<file path="config.mk">
export PLATFORM = sky130hd
export DESIGN_NAME = trig_capture_ctrl
export DESIGN_NICKNAME = d
export VERILOG_FILES = /design/src/rtl/trig_capture_pkg.sv /design/src/rtl/trig_capture_ctl.sv /design/src/rtl/trig_capture_dp.sv /design/src/rtl/trig_capture_ctrl.sv
export SDC_FILE = /design/constraint.sdc
export NUM_CORES = 1
export LEC_CHECK = 0
export ABC_AREA = 0
export ABC_CLOCK_PERIOD_IN_PS = 4040
export BUFFER_PORTS_ARGS = -buffer_cell sky130_fd_sc_hd__clkbuf_2
export CORE_ASPECT_RATIO = 1.5
export CORE_MARGIN = 4
export CORE_UTILIZATION = 50
export CTS_CLUSTER_DIAMETER = 60
export DETAILED_ROUTE_END_ITERATION = 10
export PLACE_DENSITY = 0.75
export SLEW_MARGIN = 20
export SYNTH_ARGS = -nofsm -noshare
export SYNTH_HDL_FRONTEND = slang
export SYNTH_SLANG_ARGS = --single-unit
</file>
<file path="constraint.sdc">
create_clock -name clk -period 4.04 [get_ports clk]
set_clock_uncertainty 0.1 [all_clocks]
set_input_delay 0.202 -clock clk [delete_from_list [all_inputs] [get_ports clk]]
set_output_delay 0.202 -clock clk [all_outputs]
set_load 0.05 [all_outputs]
</file>
<file path="src/rtl/trig_capture_pkg.sv">
package trig_capture_pkg;

  typedef enum logic [1:0] {
    ST_IDLE = 2'd0,
    ST_PRE  = 2'd1,
    ST_WAIT = 2'd2,
    ST_POST = 2'd3
  } acqState_t;

  localparam logic [1:0] CMD_START = 2'd1;
  localparam logic [1:0] CMD_STOP  = 2'd2;

  // Strobes from control to datapath, valid for one cycle each
  typedef struct packed {
    logic restart;   // clear address and counters for a new capture
    logic ringWr;    // store a sample into the pre-trigger ring
    logic trigWr;    // store the trigger sample
    logic postWr;    // store a post-trigger sample
    logic shotDone;  // advance to the next shot base
    logic acqEnd;    // final write of the capture
  } ctlStrobe_t;

endpackage

</file>
<file path="src/rtl/trig_capture_ctl.sv">
module trig_capture_ctl
  import trig_capture_pkg::*;
(
  input  logic       clk,
  input  logic       rstN,
  input  logic       cmdValid,
  input  logic [1:0] cmdCode,
  input  logic       sampleValid,
  input  logic       trigIn,
  input  logic       preZero,
  input  logic       postZero,
  input  logic       ringLast,
  input  logic       postLast,
  input  logic       lastShot,
  output ctlStrobe_t strb
);

  acqState_t state, nextState, afterShot;
  logic isStart, isStop;

  assign isStart = cmdValid && (cmdCode == CMD_START);
  assign isStop  = cmdValid && (cmdCode == CMD_STOP);

  // Where the machine goes when the current shot completes
  always_comb begin
    if (lastShot)     afterShot = ST_IDLE;
    else if (preZero) afterShot = ST_WAIT;
    else              afterShot = ST_PRE;
  end

  always_comb begin
    strb      = '0;
    nextState = state;
    unique case (state)
      ST_IDLE: begin
        if (isStart) begin
          strb.restart = 1'b1;
          nextState    = preZero ? ST_WAIT : ST_PRE;
        end
      end
      ST_PRE: begin
        if (isStop) begin
          nextState = ST_IDLE;
        end else if (sampleValid) begin
          strb.ringWr = 1'b1;
          if (ringLast) nextState = ST_WAIT;
        end
      end
      ST_WAIT: begin
        if (isStop) begin
          nextState = ST_IDLE;
        end else if (sampleValid) begin
          if (trigIn) begin
            strb.trigWr = 1'b1;
            if (postZero) begin
              strb.shotDone = 1'b1;
              strb.acqEnd   = lastShot;
              nextState     = afterShot;
            end else begin
              nextState = ST_POST;
            end
          end else if (!preZero) begin
            strb.ringWr = 1'b1;
          end
        end
      end
      ST_POST: begin
        if (isStop) begin
          nextState = ST_IDLE;
        end else if (sampleValid) begin
          strb.postWr = 1'b1;
          if (postLast) begin
            strb.shotDone = 1'b1;
            strb.acqEnd   = lastShot;
            nextState     = afterShot;
          end
        end
      end
      default: nextState = ST_IDLE;
    endcase
  end

  always_ff @(posedge clk) begin
    if (!rstN) state <= ST_IDLE;
    else       state <= nextState;
  end

endmodule

</file>
<file path="src/rtl/trig_capture_dp.sv">
module trig_capture_dp
  import trig_capture_pkg::*;
#(
  parameter int DATA_W = 64,
  parameter int ADDR_W = 25,
  parameter int CNT_W  = 16,
  parameter int SHOT_W = 16
) (
  input  logic              clk,
  input  logic              rstN,
  input  ctlStrobe_t        strb,
  input  logic [CNT_W-1:0]  preCount,
  input  logic [CNT_W-1:0]  postCount,
  input  logic [SHOT_W-1:0] shotCount,
  input  logic [DATA_W-1:0] sampleData,
  output logic              preZero,
  output logic              postZero,
  output logic              ringLast,
  output logic              postLast,
  output logic              lastShot,
  output logic              memWe,
  output logic [ADDR_W-1:0] memAddr,
  output logic [DATA_W-1:0] memData,
  output logic              trigPulse,
  output logic              endPulse
);

  logic [ADDR_W-1:0] shotBase, preA, postA, ringA, wrAddr, shotLen;
  logic [CNT_W-1:0]  ringPtr, postCnt;
  logic [SHOT_W-1:0] shotCnt;
  logic              anyWr;

  assign preZero  = (preCount == '0);
  assign postZero = (postCount == '0);
  assign ringLast = (ringPtr == preCount - CNT_W'(1));
  assign postLast = (postCnt == postCount - CNT_W'(1));
  assign lastShot = (shotCount == '0) || (shotCnt == shotCount - SHOT_W'(1));

  assign preA    = ADDR_W'(preCount);
  assign postA   = ADDR_W'(postCnt);
  assign ringA   = ADDR_W'(ringPtr);
  assign shotLen = preA + ADDR_W'(postCount) + ADDR_W'(1);
  assign anyWr   = strb.ringWr || strb.trigWr || strb.postWr;

  // Shot layout: ring [0, pre), trigger at pre, post run after it
  always_comb begin
    if (strb.trigWr)      wrAddr = shotBase + preA;
    else if (strb.postWr) wrAddr = shotBase + preA + ADDR_W'(1) + postA;
    else                  wrAddr = shotBase + ringA;
  end

  always_ff @(posedge clk) begin
    if (!rstN) begin
      shotBase <= '0;
      ringPtr  <= '0;
      postCnt  <= '0;
      shotCnt  <= '0;
    end else if (strb.restart) begin
      shotBase <= '0;
      ringPtr  <= '0;
      postCnt  <= '0;
      shotCnt  <= '0;
    end else begin
      if (strb.ringWr) ringPtr <= ringLast ? '0 : ringPtr + CNT_W'(1);
      if (strb.postWr) postCnt <= postCnt + CNT_W'(1);
      if (strb.shotDone) begin
        shotBase <= shotBase + shotLen;
        ringPtr  <= '0;
        postCnt  <= '0;
        shotCnt  <= shotCnt + SHOT_W'(1);
      end
    end
  end

  always_ff @(posedge clk) begin
    if (!rstN) begin
      memWe     <= 1'b0;
      memAddr   <= '0;
      memData   <= '0;
      trigPulse <= 1'b0;
      endPulse  <= 1'b0;
    end else begin
      memWe     <= anyWr;
      trigPulse <= strb.trigWr;
      endPulse  <= strb.acqEnd;
      if (anyWr) begin
        memAddr <= wrAddr;
        memData <= sampleData;
      end
    end
  end

endmodule

</file>
<file path="src/rtl/trig_capture_ctrl.sv">
module trig_capture_ctrl
  import trig_capture_pkg::*;
#(
  parameter int LANES  = 4,
  parameter int LANE_W = 16,
  parameter int ADDR_W = 25,
  parameter int CNT_W  = 16,
  parameter int SHOT_W = 16
) (
  input  logic                    clk,
  input  logic                    rstN,
  input  logic                    cmdValid,
  input  logic [1:0]              cmdCode,
  input  logic [CNT_W-1:0]        preCount,
  input  logic [CNT_W-1:0]        postCount,
  input  logic [SHOT_W-1:0]       shotCount,
  input  logic                    sampleValid,
  input  logic [LANES*LANE_W-1:0] sampleData,
  input  logic                    trigIn,
  output logic                    memWe,
  output logic [ADDR_W-1:0]       memAddr,
  output logic [LANES*LANE_W-1:0] memData,
  output logic                    trigPulse,
  output logic                    endPulse
);

  localparam int DATA_W = LANES * LANE_W;

  ctlStrobe_t strb;
  logic preZero, postZero, ringLast, postLast, lastShot;

  trig_capture_ctl u_ctl (
    .clk         (clk),
    .rstN        (rstN),
    .cmdValid    (cmdValid),
    .cmdCode     (cmdCode),
    .sampleValid (sampleValid),
    .trigIn      (trigIn),
    .preZero     (preZero),
    .postZero    (postZero),
    .ringLast    (ringLast),
    .postLast    (postLast),
    .lastShot    (lastShot),
    .strb        (strb)
  );

  trig_capture_dp #(
    .DATA_W (DATA_W),
    .ADDR_W (ADDR_W),
    .CNT_W  (CNT_W),
    .SHOT_W (SHOT_W)
  ) u_dp (
    .clk        (clk),
    .rstN       (rstN),
    .strb       (strb),
    .preCount   (preCount),
    .postCount  (postCount),
    .shotCount  (shotCount),
    .sampleData (sampleData),
    .preZero    (preZero),
    .postZero   (postZero),
    .ringLast   (ringLast),
    .postLast   (postLast),
    .lastShot   (lastShot),
    .memWe      (memWe),
    .memAddr    (memAddr),
    .memData    (memData),
    .trigPulse  (trigPulse),
    .endPulse   (endPulse)
  );

endmodule

</file>
Word-level counts from Yosys, hierarchy flattened
Index checks and enable logic that the tools add are counted.
Word-level totals
  input port bits: 119
  word-level logic and storage cells: 88
  output and inout port bits: 92
  flip-flop bits (word level): 167
Cells by class
  reductions and logical operators: 12
  equal/unequal tests: 15
  muxes and demuxes: 37
  bitwise gates (word level): 1
  $add $sub $neg: 13
Operators by type and width (number)
  adder 25 x 16 -> 25 bit: 3
  adder 25 x 1 -> 25 bit, second input constant: 2
  2-to-1 mux 25 bit: 2
  adder 16 x 1 -> 16 bit, second input constant: 3
  == test 16 bit: 3
  logical NOT 16 bit: 3
  subtractor 16 x 1 -> 16 bit, second input constant: 3
  2-to-1 mux 2 bit: 20
  adder 25 bit: 1
  adder 16 x 16 -> 17 bit: 1
  2-to-1 mux 16 bit: 1
  != test 3 x 2 -> 1 bit, second input constant: 5
  2-to-1 mux 1 bit: 9
  case mux 2 bit (4 select lines): 1
  AND reduction 7 bit: 1
  == test 2 bit, second input constant: 3
  2-to-1 mux 3 bit: 2
  == test 2 x 1 -> 1 bit, second input constant: 2
  case mux 2 bit (2 select lines): 1
  logical OR 1 bit: 3
  != test 3 x 1 -> 1 bit, second input constant: 1
  OR reduction 3 bit: 1
  logical AND 1 bit: 2
  logical NOT 2 bit: 1
  4 further kinds: 4

Logic depth before layout (Yosys ltp)
  word-level depth: 9
  gate-level depth with buffers: 22
  gate-level depth less buffers: 22

Cells and area by module
From an unflattened synthesis, not the netlist that was laid out.
Unflattened totals
  cell total of the unflattened synthesis: 1620
  area total of the unflattened synthesis: 12558.3 sq um
By module, submodules not included
  trig_capture_dp: area each 12229.2 sq um, times used 1, cells an instance 1575, sequential area each 3303.2 sq um
  trig_capture_ctl: area each 329.1 sq um, times used 1, cells an instance 45, sequential area each 40.0 sq um

Least setup slack after synthesis
No wires, ideal clock.
  path type: reg2reg
  start: register u_dp.shotBase[0]
  end: register u_dp.memAddr[18]
  library setup time: 0.132 ns
  path slack: -0.061 ns
  cell stages (with the launch flop): 18
  data arrival time: 3.869 ns
  cells stage by stage: dfxtp_1 -> ha_1 -> fa_1 -> a211oi_1 -> o21ai_0 -> a31oi_1 -> o21bai_1 -> a21oi_1 -> xnor2_1 -> ha_1 -> nor3_1 -> and3_1 -> o41ai_1 -> a31o_2 -> nand2_1 -> mux2_2 -> a221oi_1 -> a21oi_1
On the way
  cells in the longest elaborated chain, start to end: 5
  elaborated cells between the ends (all ways): 6
Ends and longest elaborated chain
  from (decl): line trig_capture_dp.sv:28  | logic [ADDR_W-1:0] shotBase, preA, postA, ringA, wrAddr, shotLen;
  from (signal assigned): line trig_capture_dp.sv:67  | shotBase <= shotBase + shotLen;
  adder 25 x 16 -> 25 bit: line trig_capture_dp.sv:47, trig_capture_dp.sv:48
  adder 25 x 1 -> 25 bit: line trig_capture_dp.sv:48  | else if (strb.postWr) wrAddr = shotBase + preA + ADDR_W'(1) + postA;
  adder 25 x 16 -> 25 bit: line trig_capture_dp.sv:48
  2-to-1 mux 25 bit: line trig_capture_dp.sv:48
  2-to-1 mux 25 bit *: line trig_capture_dp.sv:47  | if (strb.trigWr) wrAddr = shotBase + preA;
  to (signal assigned): line trig_capture_dp.sv:87  | memAddr <= wrAddr;
  to (decl): line trig_capture_dp.sv:22  | output logic [ADDR_W-1:0] memAddr,
Mark *: on every way between the ends. The rest lies on a longest branch, timed or not.
A chain may end at the register's enable or synchronous reset.

Worst setup path after layout
  start: register u_dp.shotBase[0]
  end: register u_dp.memAddr[16]
Same word-level chain as after synthesis.

==> flow_summary.json <==
{
  "status": "finished, violations left",
  "violations": "setup timing",
  "dieArea_sq_um": 27800,
  "setup_ws_ns": -0.0733,
  "ir_drop_mv": 0.288,
  "netlist.area_leader.share_pct": 26.6,
  "clk_pin_slew_ns": 0.08,
  "antenna_found_initial": 0,
  "dr.pass1.iters": 8,
  "numCtsBuffers": 17,
  "synthMuxAreaShare_pct": 1.32,
  "setup_viol": 4,
  "synth-compound-area-share_pct": 20.6,
  "critical_path_class": "reg2reg",
  "place.port_buffers": 210,
  "syn-num-nets": 1889,
  "cts_buffer_depth": 2,
  "crit_arrival_ns": 4.30,
  "post-place-ws_ns": -0.398,
  "period_needed_ns": 4.11,
  "clk_latency_ns": 0.44,
  "syn_to_final_growth_pct": 30.9,
  "initial_core_util_pct": 51.1,
  "cp.required_ns": 4.23,
  "pwr-share-clk_pct": 31.2,
  "remaining_drc_errors": 0,
  "worstPathCellList": "ha_4 -> fa_2 -> buf_4 -> a21o_1 -> a21oi_2 -> xnor2_2 -> ha_1 -> o21ai_0 -> a21oi_1 -> buf_4 -> o2111ai_2 -> and3_4 -> o41ai_4 -> buf_4 -> a31oi_4 -> or3_1 -> a21oi_2 -> or4_1 -> a31oi_1",
  "cts-htree-levels": 4,
  "switching_share_pct": 37.8,
  "syn_area_sq_um": 12600,
  "grt_max_degree": 75,
  "critPathSlowestCell": "fa_2",
  "first_global_vias": 13616,
  "period_share_pct": 102,
  "fillCellCount": 2061,
  "synth_fa_ha_area_share_pct": 10.2,
  "r2r-start": "u_dp.shotBase[0]",
  "drt_iter0_markers": 874,
  "power_density_nw_per_um2": 310,
  "p_int_w": 0.00317,
  "reg2reg_depth": 19,
  "cts.sinks": 167,
  "cpMostUsedCell": "buf_4",
  "vias_per_cell": 5.82,
  "synth_xor_xnor_area_share_pct": 12.4,
  "overflow": 0,
  "switchingPower_w": 0.00193,
  "seq_area_frac_synth_pct": 26.6,
  "syn-instance-count": 1671,
  "cp.depth": 19,
  "r2r-end": "u_dp.memAddr[16]",
  "wirelength_um": 43000,
  "critical_path_buf_inv_count": 3,
  "critical-path-max-stage-delay_ns": 0.37,
  "synth_area_leaders": "dfxtp_1 27%, ha_1 9.4%, nand2_1 7.9%",
  "place.detailed.hpwl_um": 31900,
  "avgSynthCellArea_sq_um": 7.52,
  "holdCritPathClass": "in2reg",
  "crit_family": "compound AO/OA/AOI/OAI gates",
  "synth.distinct_cells": 73,
  "final_common_cell": "nand2_1",
  "synthSimpleGateAreaFrac_pct": 25.2,
  "grt_pass1_wl_um": 67200,
  "cp_max_fo": 4,
  "ys_dominant_reg_cell": "dfxtp_1",
  "cts_tree": "done",
  "gp_congestion": 1.02,
  "route.vias.total": 13846,
  "combinationalPowerShare_pct": 32.8,
  "rsz0062_at_grt": "yes",
  "crit_start": "u_dp.shotBase[0]",
  "synth_top_family_by_area": "simple AND/OR/NAND/NOR gates",
  "layout_common_cells": "266 x nand2_1, 210 x clkbuf_2, 166 x dfxtp_1, 155 x nor2_1, 154 x a21oi_1",
  "ios": 211,
  "synth-edff-count": 0,
  "cts_root_buffer": "clkbuf_16",
  "power.total_w": 0.00509,
  "maxClockFrequency_mhz": 243,
  "hold_violations": 0,
  "end_kind": "register",
  "drv_slew": 0,
  "worstMarginPinSlew_ns": 0.868,
  "wire_per_inst_um": 18.1,
  "slew_headroom_pct": 40.7,
  "die_x_um": 137,
  "maxCapViolCount": 0,
  "num_rows": 70,
  "grt_usage_pct": 30.2,
  "leakage_nw": 7.02,
  "yosysWarnings": 0,
  "core_sq_um": 24600,
  "crit_path_start_kind": "register",
  "synth-async-reset-ratio_pct": 0,
  "rrSetupSlack_ns": -0.07,
  "postRouteAntennaNets": 0,
  "synth_area_leader_cell": "dfxtp_1",
  "die_height_um": 202,
  "fin_tns_setup_ns": -0.144,
  "p_seq_share_pct": 36.0,
  "endpoint": "u_dp.memAddr[16]",
  "nets": 2257,
  "ys_ff_latch": 167,
  "drive_above_1_share_pct": 22.9
}
[state kept, by name, summed over array words and instances (netlist names)]
register and cells:
u_dp.memAddr 25, u_dp.postCnt 16, u_dp.memWe 1, u_ctl.state 2
u_dp.shotCnt 16, u_dp.ringPtr 16, u_dp.shotBase 25, u_dp.memData 64
u_dp.trigPulse 1, u_dp.endPulse 1
[layer usage]
layer  global-route usage (%)  up-vias  wire, um
met5                        0        -         0
met4                     22.8        0      3570
met3                     5.03      215      2240
met2                     52.5      575     21500
met1                     31.7     6399     15700
li1                         -     6657         -
[worst min path at each step]
stage	startpoint	to	slack, ns	cells past startpoint
5_1_grt	cmdValid	u_ctl.state[1]	0.09	3
2_1_floorplan	sampleData[0]	u_dp.memData[0]	0.24	2
3_3_place_gp	sampleData[44]	u_dp.memData[44]	0.33	3
3_5_place_dp	sampleData[9]	u_dp.memData[9]	0.33	3
6_report	cmdValid	u_ctl.state[1]	0.06	3
4_1_cts	cmdValid	u_ctl.state[1]	0.06	3
[metrics by stage]
step           util [%]  instances  area (sq um)  hold WS [ns]
5_1_grt            66.8       2376         16400        0.0880
2_1_floorplan         -       1671         12600         0.242
3_3_place_gp       59.9       2258         14700         0.330
6_report           66.8       2377         16400        0.0612
4_1_cts            65.8       2366         16200        0.0586
3_5_place_dp       59.9       2258         14700         0.334
[power groups by stage]
stage	Clock, W	Combinational (W)	Sequential, W
CTS	0.00162	0.00164	0.00183
floorplan	0	0.000701	0.00224
finish	0.00159	0.00167	0.00183
global route	0.00168	0.00180	0.00185
detailed placement	0	0.00157	0.00187
global placement	0	0.00155	0.00186
[layout make-up]
type / instances / area (sq um) / share of cell area (%)
Antenna cell: 1 / 2.50 / 0.0152
Clock buffer: 19 / 453 / 2.75
Clock inverter: 13 / 115 / 0.700
Inverter: 46 / 173 / 1.05
Multi-Input combinational cell: 1380 / 9090 / 55.3
Sequential cell: 167 / 3340 / 20.3
Tap cell: 324 / 405 / 2.47
Timing Repair Buffer: 427 / 2860 / 17.4
[cells in the mapped netlist, types with 5 or more instances]
master / instances
a211o_1: 5
a211oi_1: 15
a21o_1: 20
a21oi_1: 165
a221oi_1: 8
a311oi_1: 7
a31oi_1: 17
a41oi_1: 5
and2_1: 9
and3_1: 22
buf_2: 5
clkbuf_1: 68
dfxtp_1: 167
fa_1: 5
ha_1: 94
inv_1: 46
mux2_2: 5
mux2i_1: 11
nand2_1: 266
nand2b_1: 12
nand3_1: 54
nand3b_1: 6
nand4_1: 21
nand4b_1: 6
nor2_1: 157
nor2b_1: 20
nor3_1: 38
nor3b_1: 9
nor4_1: 8
nor4b_1: 5
o2111ai_1: 6
o211ai_1: 16
o21a_1: 17
o21ai_0: 65
o21bai_1: 6
o311ai_0: 6
o31ai_1: 9
or2_2: 6
or3_1: 20
or4_1: 6
xnor2_1: 102
xor2_1: 76
[logic make-up (layout without fill, tap and decap cells)]
logic type               count (synthesis)  count (layout)
AND/OR/NAND/NOR                        677             677
AO/OA/AOI/OAI                          410             410
XOR/XNOR                               178             178
flip-flops                             167             167
buffers and inverters                  124             505
adder cells (fa/ha/maj)                 99              99
multiplexers                            16              16
other                                    0               1
[worst register-to-register path, stage by stage (launching register included)]
cell       delay, ns
dfxtp_2         0.34
ha_4            0.16
fa_2            0.37
buf_4           0.16
a21o_1          0.16
a21oi_2         0.16
xnor2_2         0.10
ha_1            0.30
o21ai_0         0.08
a21oi_1         0.15
buf_4           0.16
o2111ai_2       0.14
and3_4          0.22
o41ai_4         0.34
buf_4           0.19
a31oi_4         0.11
or3_1           0.35
a21oi_2         0.16
or4_1           0.14
a31oi_1         0.08
[timing repair]
action                                  in CTS  in global routing
hold buffers                                64                  0
endpoints found under the setup margin      11                 23
pin swaps                                   27                 31
endpoints found under the hold margin       64                  0
gates resized for setup                     33                 36
buffers inserted                            12                 10
Power figures use the tool's default switching activity.
